===== src/rtl/memsel_decode.sv =====
module memsel_decode #(
  parameter int NPRI = 4,
  parameter int NSEC = 4,
  parameter int PRI_SZ_LOG2 = 14,
  parameter int SEC_SZ_LOG2 = 13,
  parameter logic [7:0] MAP_BOOT = 8'h0C,
  localparam int NWIN = 1 + NPRI + NSEC,
  localparam int RAW = $clog2(NWIN*4 + 1)
) (
  input  logic            clk,
  input  logic            rst_n,
  input  logic [15:0]     addr_i,
  input  logic            fetch_i,
  input  logic            rd_i,
  input  logic            wr_i,
  input  logic            cfg_we_i,
  input  logic [RAW-1:0]  cfg_addr_i,
  input  logic [7:0]      cfg_wdata_i,
  output logic            sram_sel_o,
  output logic [NSEC-1:0] sec_sel_o,
  output logic [NPRI-1:0] pri_sel_o,
  output logic            cfg_err_o
);
  localparam logic [RAW-1:0] MAP_ADDR = RAW'(NWIN*4);
  localparam logic [16:0] PRI_CAP = 17'(1) << PRI_SZ_LOG2;
  localparam logic [16:0] SEC_CAP = 17'(1) << SEC_SZ_LOG2;

  logic [15:0] base_q  [NWIN];
  logic [15:0] limit_q [NWIN];
  logic [7:0]  map_q;
  logic [NWIN-1:0] hit, big;
  logic [RAW-3:0] widx;

  assign widx = cfg_addr_i[RAW-1:2];

  always_ff @(posedge clk or negedge rst_n) begin
    if (!rst_n) begin
      for (int w = 0; w < NWIN; w++) begin
        base_q[w]  <= 16'hFFFF;
        limit_q[w] <= 16'h0000;
      end
      map_q <= MAP_BOOT;
    end else if (cfg_we_i) begin
      if (cfg_addr_i == MAP_ADDR) map_q <= cfg_wdata_i;
      else if (cfg_addr_i < MAP_ADDR) begin
        case (cfg_addr_i[1:0])
          2'd0: base_q[widx][7:0]   <= cfg_wdata_i;
          2'd1: base_q[widx][15:8]  <= cfg_wdata_i;
          2'd2: limit_q[widx][7:0]  <= cfg_wdata_i;
          default: limit_q[widx][15:8] <= cfg_wdata_i;
        endcase
      end
    end
  end

  for (genvar w = 0; w < NWIN; w++) begin : g_win
    logic [16:0] span;
    logic        valid;
    assign valid  = limit_q[w] >= base_q[w];
    assign span   = {1'b0, limit_q[w] - base_q[w]};
    assign hit[w] = (addr_i >= base_q[w]) && (addr_i <= limit_q[w]);
    if (w == 0) begin : g_sram
      assign big[w] = 1'b0;
    end else if (w <= NPRI) begin : g_pri
      assign big[w] = valid && (span >= PRI_CAP);
    end else begin : g_sec
      assign big[w] = valid && (span >= SEC_CAP);
    end
  end

  logic [NPRI-1:0] pri_hit;
  logic [NSEC-1:0] sec_hit;
  logic prog, data, sram_en, sec_en, pri_en, sram_win, sec_win, pri_win;

  assign pri_hit = hit[NPRI:1];
  assign sec_hit = hit[NWIN-1:NPRI+1];

  assign prog    = fetch_i;
  assign data    = !fetch_i && (rd_i || wr_i);
  assign sram_en = data || (prog && map_q[0]);
  assign sec_en  = (prog && map_q[1]) || (data && map_q[3]);
  assign pri_en  = (prog && map_q[2]) || (data && map_q[4]);

  assign sram_win = hit[0] && sram_en;
  assign sec_win  = (|sec_hit) && sec_en && !sram_win;
  assign pri_win  = (|pri_hit) && pri_en && !sram_win && !sec_win;

  assign sram_sel_o = sram_win;
  assign sec_sel_o  = sec_win ? (sec_hit & (~sec_hit + 1'b1)) : '0;
  assign pri_sel_o  = pri_win ? (pri_hit & (~pri_hit + 1'b1)) : '0;

  assign cfg_err_o = (|(pri_hit & (pri_hit - 1'b1)))
                   | (|(sec_hit & (sec_hit - 1'b1)))
                   | (|big);
endmodule



===== config.mk =====
export PLATFORM = sky130hd
export DESIGN_NAME = memsel_decode
export DESIGN_NICKNAME = d
export VERILOG_FILES = /design/src/rtl/memsel_decode.sv
export SDC_FILE = /design/constraint.sdc
export NUM_CORES = 1
export LEC_CHECK = 0
export BUFFER_PORTS_ARGS = -buffer_cell sky130_fd_sc_hd__buf_2
export CAP_MARGIN = 5
export CELL_PAD_IN_SITES_DETAIL_PLACEMENT = 1
export CELL_PAD_IN_SITES_GLOBAL_PLACEMENT = 2
export CORE_UTILIZATION = 42
export DETAILED_ROUTE_END_ITERATION = 10
export PLACE_DENSITY_LB_ADDON = 0.1
export RECOVER_POWER = 25
export SYNTH_ARGS = -nofsm -noshare
export SYNTH_HDL_FRONTEND = slang
export SYNTH_SLANG_ARGS = --single-unit

===== constraint.sdc =====
create_clock -name clk -period 3.8 [get_ports clk]
set_input_delay 0.19 -clock clk [delete_from_list [all_inputs] [get_ports clk]]
set_output_delay 0.19 -clock clk [all_outputs]
set_load 0.05 [all_outputs]

== Yosys cells after proc, flatten, opt, wreduce, memory -nomap -nowiden ==
Cells that the tools add are included.
Cells by class
  bitwise operators: 11
  magnitude comparators: 37
  reduce and logical (&&, ||, !) cells: 48
  multiplexer cells: 12
  eq/ne operators: 3
  add/sub/neg operators: 12
Operators by type and width (number)
  $bwmux 144: 4
  $pmux 144 s2: 2
  $ge 16x16->1: 17
  $le 16x16->1: 9
  $demux 16 s4: 2
  $sub 16x16->16: 8
  $ge 16x14->1 const B: 4
  $ge 16x15->1 const B: 4
  $logic_and 1x1->1: 30
  $and 4x4->4: 4
  $mux 16: 1
  $reduce_or 4->1: 4
  $add 4x1->4 const B: 2
  $mux 4: 2
  $mux 8: 1
  $not 4->4: 2
  $reduce_and 4->1: 2
  $reduce_or 8->1: 1
  $sub 4x1->4 const B: 2
  $eq 6x6->1 const B: 1
  $lt 6x6->1 const B: 1
  $ge 5x5->1 const B: 1
  $lt 5x1->1 const B: 1
  $not 4->5: 1
  other kinds (10): 17
Storage, ports and cells
  register bits after elaboration: 293
  output and inout port bits: 10

== Longest topological paths before layout ==
Gate-level depths: netlist (run 1).
  word-level depth: 9
  gate-level depth with buffers: 11
  depth with buffers taken out: 11

== Worst setup path before layout (run 1) ==
OpenSTA, ideal clock, no wires.
  kind: in2out
  from: in addr_i[0]
  to: out sec_sel_o[3]
  arrival: 3.985 ns
  data required time: 3.610 ns
  stages on the path: 11
  path slack: -0.375 ns
  buffers on the path: 0
  cell sequence: inv_1 -> ha_1 -> nand2b_1 -> a21o_1 -> a21o_1 -> a21oi_1 -> o21ai_1 -> a21oi_1 -> a211oi_1 -> or2_1 -> nor4b_1
On the way
  longest elaborated chain between the ends: 6
RTL lines
  from (decl): RTL line 12  | input logic [15:0] addr_i,
  $ge 16x16->1 / $le 16x16->1 (equally long branches): RTL line 61  | assign hit[w] = (addr_i >= base_q[w]) && (addr_i <= limit_q[w]);
  $logic_and 1x1->1 *: RTL line 61
  $logic_and 1x1->1 *: RTL line 84  | assign sram_win = hit[0] && sram_en;
  named net sram_sel_o: RTL line 19  | output logic sram_sel_o,
  $logic_not 1->1 *: RTL line 85  | assign sec_win = (|sec_hit) && sec_en && !sram_win;
  $logic_and 1x1->1 *: RTL line 85
  $mux 4 *: RTL line 89  | assign sec_sel_o = sec_win ? (sec_hit & (~sec_hit + 1'b1)) : '0;
  to (decl): RTL line 20  | output logic [NSEC-1:0] sec_sel_o,
The timed path passes the listed nets; every way through them passes the cells marked *.

== Worst setup path in the final report (run 1) ==
  from: reg base_q[123] in the netlist's numbering
  to: out cfg_err_o
On the way
  longest elaborated chain between the ends: 7
RTL lines
  from (decl): RTL line 28  | logic [15:0] base_q [NWIN];
  from (signal, indexed assignment): RTL line 47  | 2'd0: base_q[widx][7:0] <= cfg_wdata_i;
  from (signal, indexed assignment): RTL line 48  | 2'd1: base_q[widx][15:8] <= cfg_wdata_i;
  branches (longest 6 deep; another with $sub 16x16->16)
  $or 1x1->1 *: RTL line 94  | | (|big);
  to (decl): RTL line 22  | output logic cfg_err_o
Every way passes the cells marked *.

==> flow_metrics.env, run 1 <==
export IMPL_outcome="finished, violations left"
export IMPL_violations="max-capacitance violations, max-slew violations, negative setup slack"
export IMPL_fp_dieH_um=231
export IMPL_power_density_nw_per_um2=495
export IMPL_final_instance_count_excl_fill=3074
export IMPL_netlist_area_um2=21900
export IMPL_antenna_found_initial=0
export IMPL_max_cap_viol_count=1
export IMPL_row_count=83
export IMPL_swShare_pct=36.1
export IMPL_synth_enable_flop_cells=0
export IMPL_clkLatencyLatePin_ns=0.56
export IMPL_yosysMostFrequentCell="ha_1"
export IMPL_path_clk_slew_ns=0.06
export IMPL_synth_distinct_cells=76
export IMPL_n_antenna_cell=0
export IMPL_synth_ff_type="dfrtp_1"
export IMPL_syn_avg_cell_area_um2=9.66
export IMPL_place_area_um2=23300
export IMPL_ys_async_sr_fraction_pct=100
export IMPL_grt_pass1_vias=19200
export IMPL_cts_buffer_depth=3
export IMPL_root_buffer="clkbuf_16"
export IMPL_top_layer_used="met4"
export IMPL_via_count=17600
export IMPL_tritoncts="done"
export IMPL_cp_max_fo=5
export IMPL_hold_path_class="primary input to flip-flop"
export IMPL_final_hold_viol_count=0
export IMPL_grt_pass1_wl_um=112000
export IMPL_coreArea_um2=51500
export IMPL_slew_limit_headroom_pct=-124
export IMPL_dpl_hpwl_um=52900
export IMPL_drt_wl_total_um=71800
export IMPL_routabilityCongestion=0.886
export IMPL_grt_max_degree=107
export IMPL_cts_num_sinks=293
export IMPL_cp_required_ns=3.61
export IMPL_worst_path_max_delay_cell="dfstp_2"
export IMPL_worstMarginPinSlew_ns=3.36
export IMPL_synth_top_cell_area_share_pct=23.7
export IMPL_vdd_drop_max_mv=0.401
export IMPL_p_sw_w=0.00445
export IMPL_yosysWarningCount=0
export IMPL_path_cells="inv_1 > ha_1 > a2111oi_2 > o21ai_1 > a221o_1 > a31oi_1 > a211oi_2 > a22oi_1 > nand4_1 > a2111oi_4 > buf_4 > nand2_1 > buf_6"
export IMPL_start_util_pct=42.6
export IMPL_fillCellCount=5866
export IMPL_fp_dieW_um=231
export IMPL_dieArea_um2=53200
export IMPL_cp_arrival_ns=3.78
export IMPL_rsz0062_at_grt="yes"
export IMPL_num_io_pins=46
export IMPL_fin_skew_ns=0
export IMPL_end_kind="output port"
export IMPL_maxSlewViolCount=50
export IMPL_areaGrowthSynthToFinish_pct=13.3
export IMPL_ys_seq_area_share_pct=34.2
export IMPL_synth_top_cell_by_area="ha_1"
export IMPL_wl_met2_um=33300
export IMPL_via_per_inst=5.72
export IMPL_layout_setup_ws_ns=-0.168
export IMPL_grt_usage_pct=27.9
export IMPL_nets=2815
export IMPL_syn_nets=2724
export IMPL_fin_crit_sh_pct=104
export IMPL_syn_inst=2272
export IMPL_hold_ws_ns=0.169
export IMPL_p_int_w=0.00787
export IMPL_drive_gt1_share_pct=22.4
export IMPL_fmax_ghz=0.252
export IMPL_portBuffers=45
export IMPL_overflow=0
export IMPL_dp_cells=2994
export IMPL_h_tree_depth=2
export IMPL_dr_pass1_iters=7
export IMPL_synth_common_cells="ha_1 (416), inv_1 (293), mux2_2 (190), nand2_1 (185), o21ai_0 (171)"
export IMPL_drt_iter0_drc=781
export IMPL_ant_nets=0
export IMPL_dp_slack_ns=-0.0935
export IMPL_cts_buffers=39
export IMPL_p_leak_nw=11.4
export IMPL_finalCriticalPeriod_ns=3.97
export IMPL_fin_area_um2=24900
export IMPL_drc=0
export IMPL_timing_critical_path_slowest_cell_delay_ns=0.53
export IMPL_seqPwrFrac_pct=33.0
export IMPL_comb_power_share_pct=36.7
export IMPL_wl_met3_um=3040
export IMPL_routedWlPerCell_um=23.4
export IMPL_criticalPathCategory="flip-flop to output port"
export IMPL_synth_seq_cells=293
export IMPL_setup_viol=5
export IMPL_synth_area_top_cells="ha_1 (24%), dfstp_2 (17%), dfrtp_1 (17%)"
export IMPL_wl_met1_um=33000
export IMPL_cp_start_kind="flip-flop"
export IMPL_clkPwrFrac_pct=30.4
sequential cells by signal (all words and copies together), names as in the netlist:
name,cells
base_q,144
limit_q,144
map_q,5
per-layer routing:
layer / vias to the layer above / track usage, %
met5: - / 0
met4: 0 / 10.5
met3: 120 / 4.37
met2: 276 / 46.1
met1: 8830 / 36.6
li1: 8353 / -
critical path: cells and delay by family (launching register included):
| family | cells | cell delay (ns) |
|---|---|---|
| AND/OR/NAND/NOR | 2 | 0.26 |
| AO/OA/AOI/OAI | 7 | 1.73 |
| buffers and inverters | 3 | 0.39 |
| adder cells (fa/ha/maj) | 1 | 0.30 |
| flip-flops | 1 | 0.53 |
cell families (layout without fill, tap and decap cells):
family	count (synthesis)	after routing	synth area share [%]
AO/OA/AOI/OAI	514	514	14.6
AND/OR/NAND/NOR	501	501	11.3
adder cells (fa/ha/maj)	417	417	23.8
buffers and inverters	348	470	5.95
flip-flops	293	293	34.2
multiplexers	194	194	9.93
XOR/XNOR	5	5	0.200
worst paths after layout:
path,from,endpoint,slack (ns),depth (start not counted)
max in group asynchronous,rst_n,limit_q[12],0.30,3
worst min-delay path,cfg_wdata_i[5],base_q[29],0.17,3
min in group asynchronous,rst_n,limit_q[73],1.32,2
worst max register to register,base_q[59],base_q[59],2.93,2
worst max-delay path,base_q[123],cfg_err_o,-0.17,13
worst min register to register,limit_q[131],limit_q[131],0.50,1
area by class of cell:
class,count,area (um^2),area share [%]
Sequential cell,293,7510,30.2
Timing Repair Buffer,105,802,3.23
Multi-Input combinational cell,1631,13300,53.5
Clock inverter,14,153,0.614
Clock buffer,58,1130,4.54
Tap cell,680,851,3.42
Inverter,293,1100,4.42
per-stage QoR:
| stage | utilization [%] | power [W] | setup TNS (ns) |
|---|---|---|---|
| final | 48.3 | 0.0123 | -0.546 |
| after global routing | 48.3 | 0.0132 | -20.79 |
| after CTS | 48.1 | 0.0124 | -0.877 |
| after detailed placement | 45.3 | 0.00845 | -0.0935 |
| after global placement | 45.3 | 0.00823 | 0 |
| after floorplan | - | 0.00697 | 0 |
placed cells by master (no fill, tap or decap), drive strengths merged, types with 24 or more instances in the layout:
master,instances
clkbuf,63
o21ai,189
nor3,30
ha,416
a21oi,118
a211oi,31
dfrtp,147
o211ai,24
nand2,185
buf,99
a21o,41
nand4,56
nor2,73
dfstp,146
nor2b,27
inv,294
mux2,190
nand3,45
power by group through the flow:
| stage | sequential, W | clock (W) | combinational, W |
|---|---|---|---|
| detailed placement | 0.00411 | 0 | 0.00434 |
| CTS | 0.00406 | 0.00385 | 0.00448 |
| global placement | 0.00409 | 0 | 0.00414 |
| finish | 0.00406 | 0.00374 | 0.00451 |
| global route | 0.00413 | 0.00397 | 0.00510 |
| floorplan | 0.00400 | 0 | 0.00297 |
timing repair:
action,in CTS,in global routing
endpoints found under the hold margin,47,0
endpoints found under the setup margin,5,8
buffers inserted,4,3
resized for setup,31,21
pin swaps,17,9
hold buffers,1,0
Power figures use the tool's default switching activity.
==> run 2, diff against run 1 <==
Settings changed: CORE_UTILIZATION 42 to 38.
Clock period 3.8 ns to 3.4 ns, I/O delays scaled along.
==> run 2 against run 1 <==
First-iteration DRC count increased by 15%. Largest cell class unchanged. Non-clock buffer count is 45 higher. Highest routed layer is now met5. Final cell count increased by 3.9%. The run still ends with max-capacitance violations, max-slew violations, negative setup slack left. Die area up 10%. Clock skew unchanged.
==> flow_metrics.env, run 2 (synthesis gave the netlist of run 1 again) <==
export IMPL_setup_viol=5
export IMPL_portBuffers=45
export IMPL_drive_gt1_share_pct=25.4
export IMPL_grt_pass1_vias=19100
export IMPL_grt_pass1_wl_um=115000
export IMPL_layout_setup_ws_ns=-0.435
export IMPL_n_antenna_cell=0
export IMPL_fp_dieH_um=242
export IMPL_via_per_inst=5.57
export IMPL_h_tree_depth=2
export IMPL_cp_max_fo=2
export IMPL_final_hold_viol_count=0
export IMPL_outcome="finished, violations left"
export IMPL_violations="max-capacitance violations, max-slew violations, negative setup slack"
export IMPL_nets=2860
export IMPL_final_cell_mix="ha_1 (406), inv_1 (291), mux2_2 (190), nand2_1 (181), o21ai_0 (162)"
export IMPL_criticalPathCategory="flip-flop to output port"
export IMPL_grt_max_degree=95
export IMPL_cts_buffers=39
export IMPL_tritoncts="done"
export IMPL_drt_iter0_drc=895
export IMPL_maxSlewViolCount=93
export IMPL_cts_num_sinks=293
export IMPL_place_area_um2=23900
export IMPL_row_count=87
export IMPL_routedWlPerCell_um=23.4
export IMPL_cp_start_kind="flip-flop"
export IMPL_dieArea_um2=58700
export IMPL_p_leak_nw=11.8
export IMPL_drc=0
export IMPL_max_cap_viol_count=1
export IMPL_cp_required_ns=3.23
export IMPL_areaGrowthSynthToFinish_pct=17.2
export IMPL_ant_nets=0
export IMPL_overflow=0
export IMPL_dr_pass1_iters=7
export IMPL_root_buffer="clkbuf_16"
export IMPL_fin_area_um2=25700
export IMPL_finalCriticalPeriod_ns=3.84
export IMPL_grt_usage_pct=25.9
export IMPL_cts_buffer_depth=3
export IMPL_layout_commonest_cell="ha_1"
export IMPL_drt_wl_total_um=74700
export IMPL_clkLatencyLatePin_ns=0.56
export IMPL_fp_dieW_um=242
export IMPL_routabilityCongestion=0.854
export IMPL_hold_path_class="primary input to flip-flop"
export IMPL_antenna_found_initial=4
export IMPL_rsz0062_at_grt="yes"
export IMPL_worstMarginPinSlew_ns=2.67
export IMPL_dp_slack_ns=-0.352
export IMPL_power_density_nw_per_um2=551
export IMPL_num_io_pins=46
export IMPL_vdd_drop_max_mv=0.427
export IMPL_dpl_hpwl_um=55700
export IMPL_fmax_ghz=0.261
export IMPL_slew_limit_headroom_pct=-78.3
export IMPL_via_count=17800
export IMPL_coreArea_um2=56700
export IMPL_start_util_pct=38.7
export IMPL_fin_skew_ns=0
export IMPL_largestRegisters="base_q: 144 flops, limit_q: 144 flops, map_q: 5 flops"
export IMPL_path_clk_slew_ns=0.06
export IMPL_total_power_w=0.0142
export IMPL_fin_crit_sh_pct=113
export IMPL_cp_arrival_ns=3.67
export IMPL_end_kind="output port"
[run 2: layout make-up]
class | count | area, um^2
clock buffer | 64 | 1210
multi-input combinational | 1631 | 13600
clock inverter | 7 | 110
sequential | 293 | 7510
timing repair buffer | 150 | 1230
inverter | 293 | 1100
tap | 756 | 946
fill | 6333 | 31000
[run 2: routing by layer]
metal | track usage [%] | vias to the layer above | share of wire [%]
met4 | 8.19 | 4 | 3.2
li1 | - | 8458 | -
met2 | 42.1 | 254 | 46
met1 | 35.3 | 8932 | 48
met3 | 3.47 | 136 | 3.0
met5 | 0 | - | 0.025
[run 2: repair_timing]
action                                 4_1_cts  5_1_grt
setup buffers                                5        3
endpoints found under the hold margin       46        0
hold buffers                                 1        0
gates resized for setup                     61       53
setup endpoints to repair                   10        9
pin swaps                                   23       27
cloned                                       0        0
[run 2: final timing paths]
path	start	to	slack, ns	cells after the start
setup / recovery	base_q[2]	cfg_err_o	-0.44	15
hold / removal	cfg_wdata_i[0]	base_q[24]	0.19	3
setup reg to reg	base_q[1]	base_q[1]	2.47	3
hold reg to reg	limit_q[131]	limit_q[131]	0.51	1
max in group asynchronous	rst_n	limit_q[32]	0.25	3
min in group asynchronous	rst_n	map_q[4]	1.00	2
[run 2: where the power goes]
group / switching, W / internal, W
Combinational: 0.00306 / 0.00226
Clock: 0.00168 / 0.00265
Sequential: 0.000320 / 0.00422
Total: 0.00506 / 0.00913
[run 2: metrics by stage]
stage	cells	hold WS, ns	setup TNS (ns)	util, %
3_5_place_dp	3118	0.306	-1.39	42.1
2_1_floorplan	2272	-0.126	-0.0664	-
3_3_place_gp	3118	0.299	-1.13	42.1
4_1_cts	3194	0.174	-2.19	45.0
5_1_grt	3194	0.208	-13.04	45.4
6_report	3194	0.188	-1.64	45.4
[run 2: worst max-delay path, cell delays in order (launching register included)]
cell and delay (ns):
dfstp_2 0.53, inv_2 0.05, buf_4 0.13, ha_4 0.23
o211ai_1 0.24, a21oi_1 0.10, o41ai_2 0.33, buf_4 0.17
nor2b_1 0.13, o21ai_1 0.08, mux2i_1 0.18, nand2_2 0.16
a2111oi_4 0.34, buf_4 0.19, nand2_1 0.07, buf_6 0.15
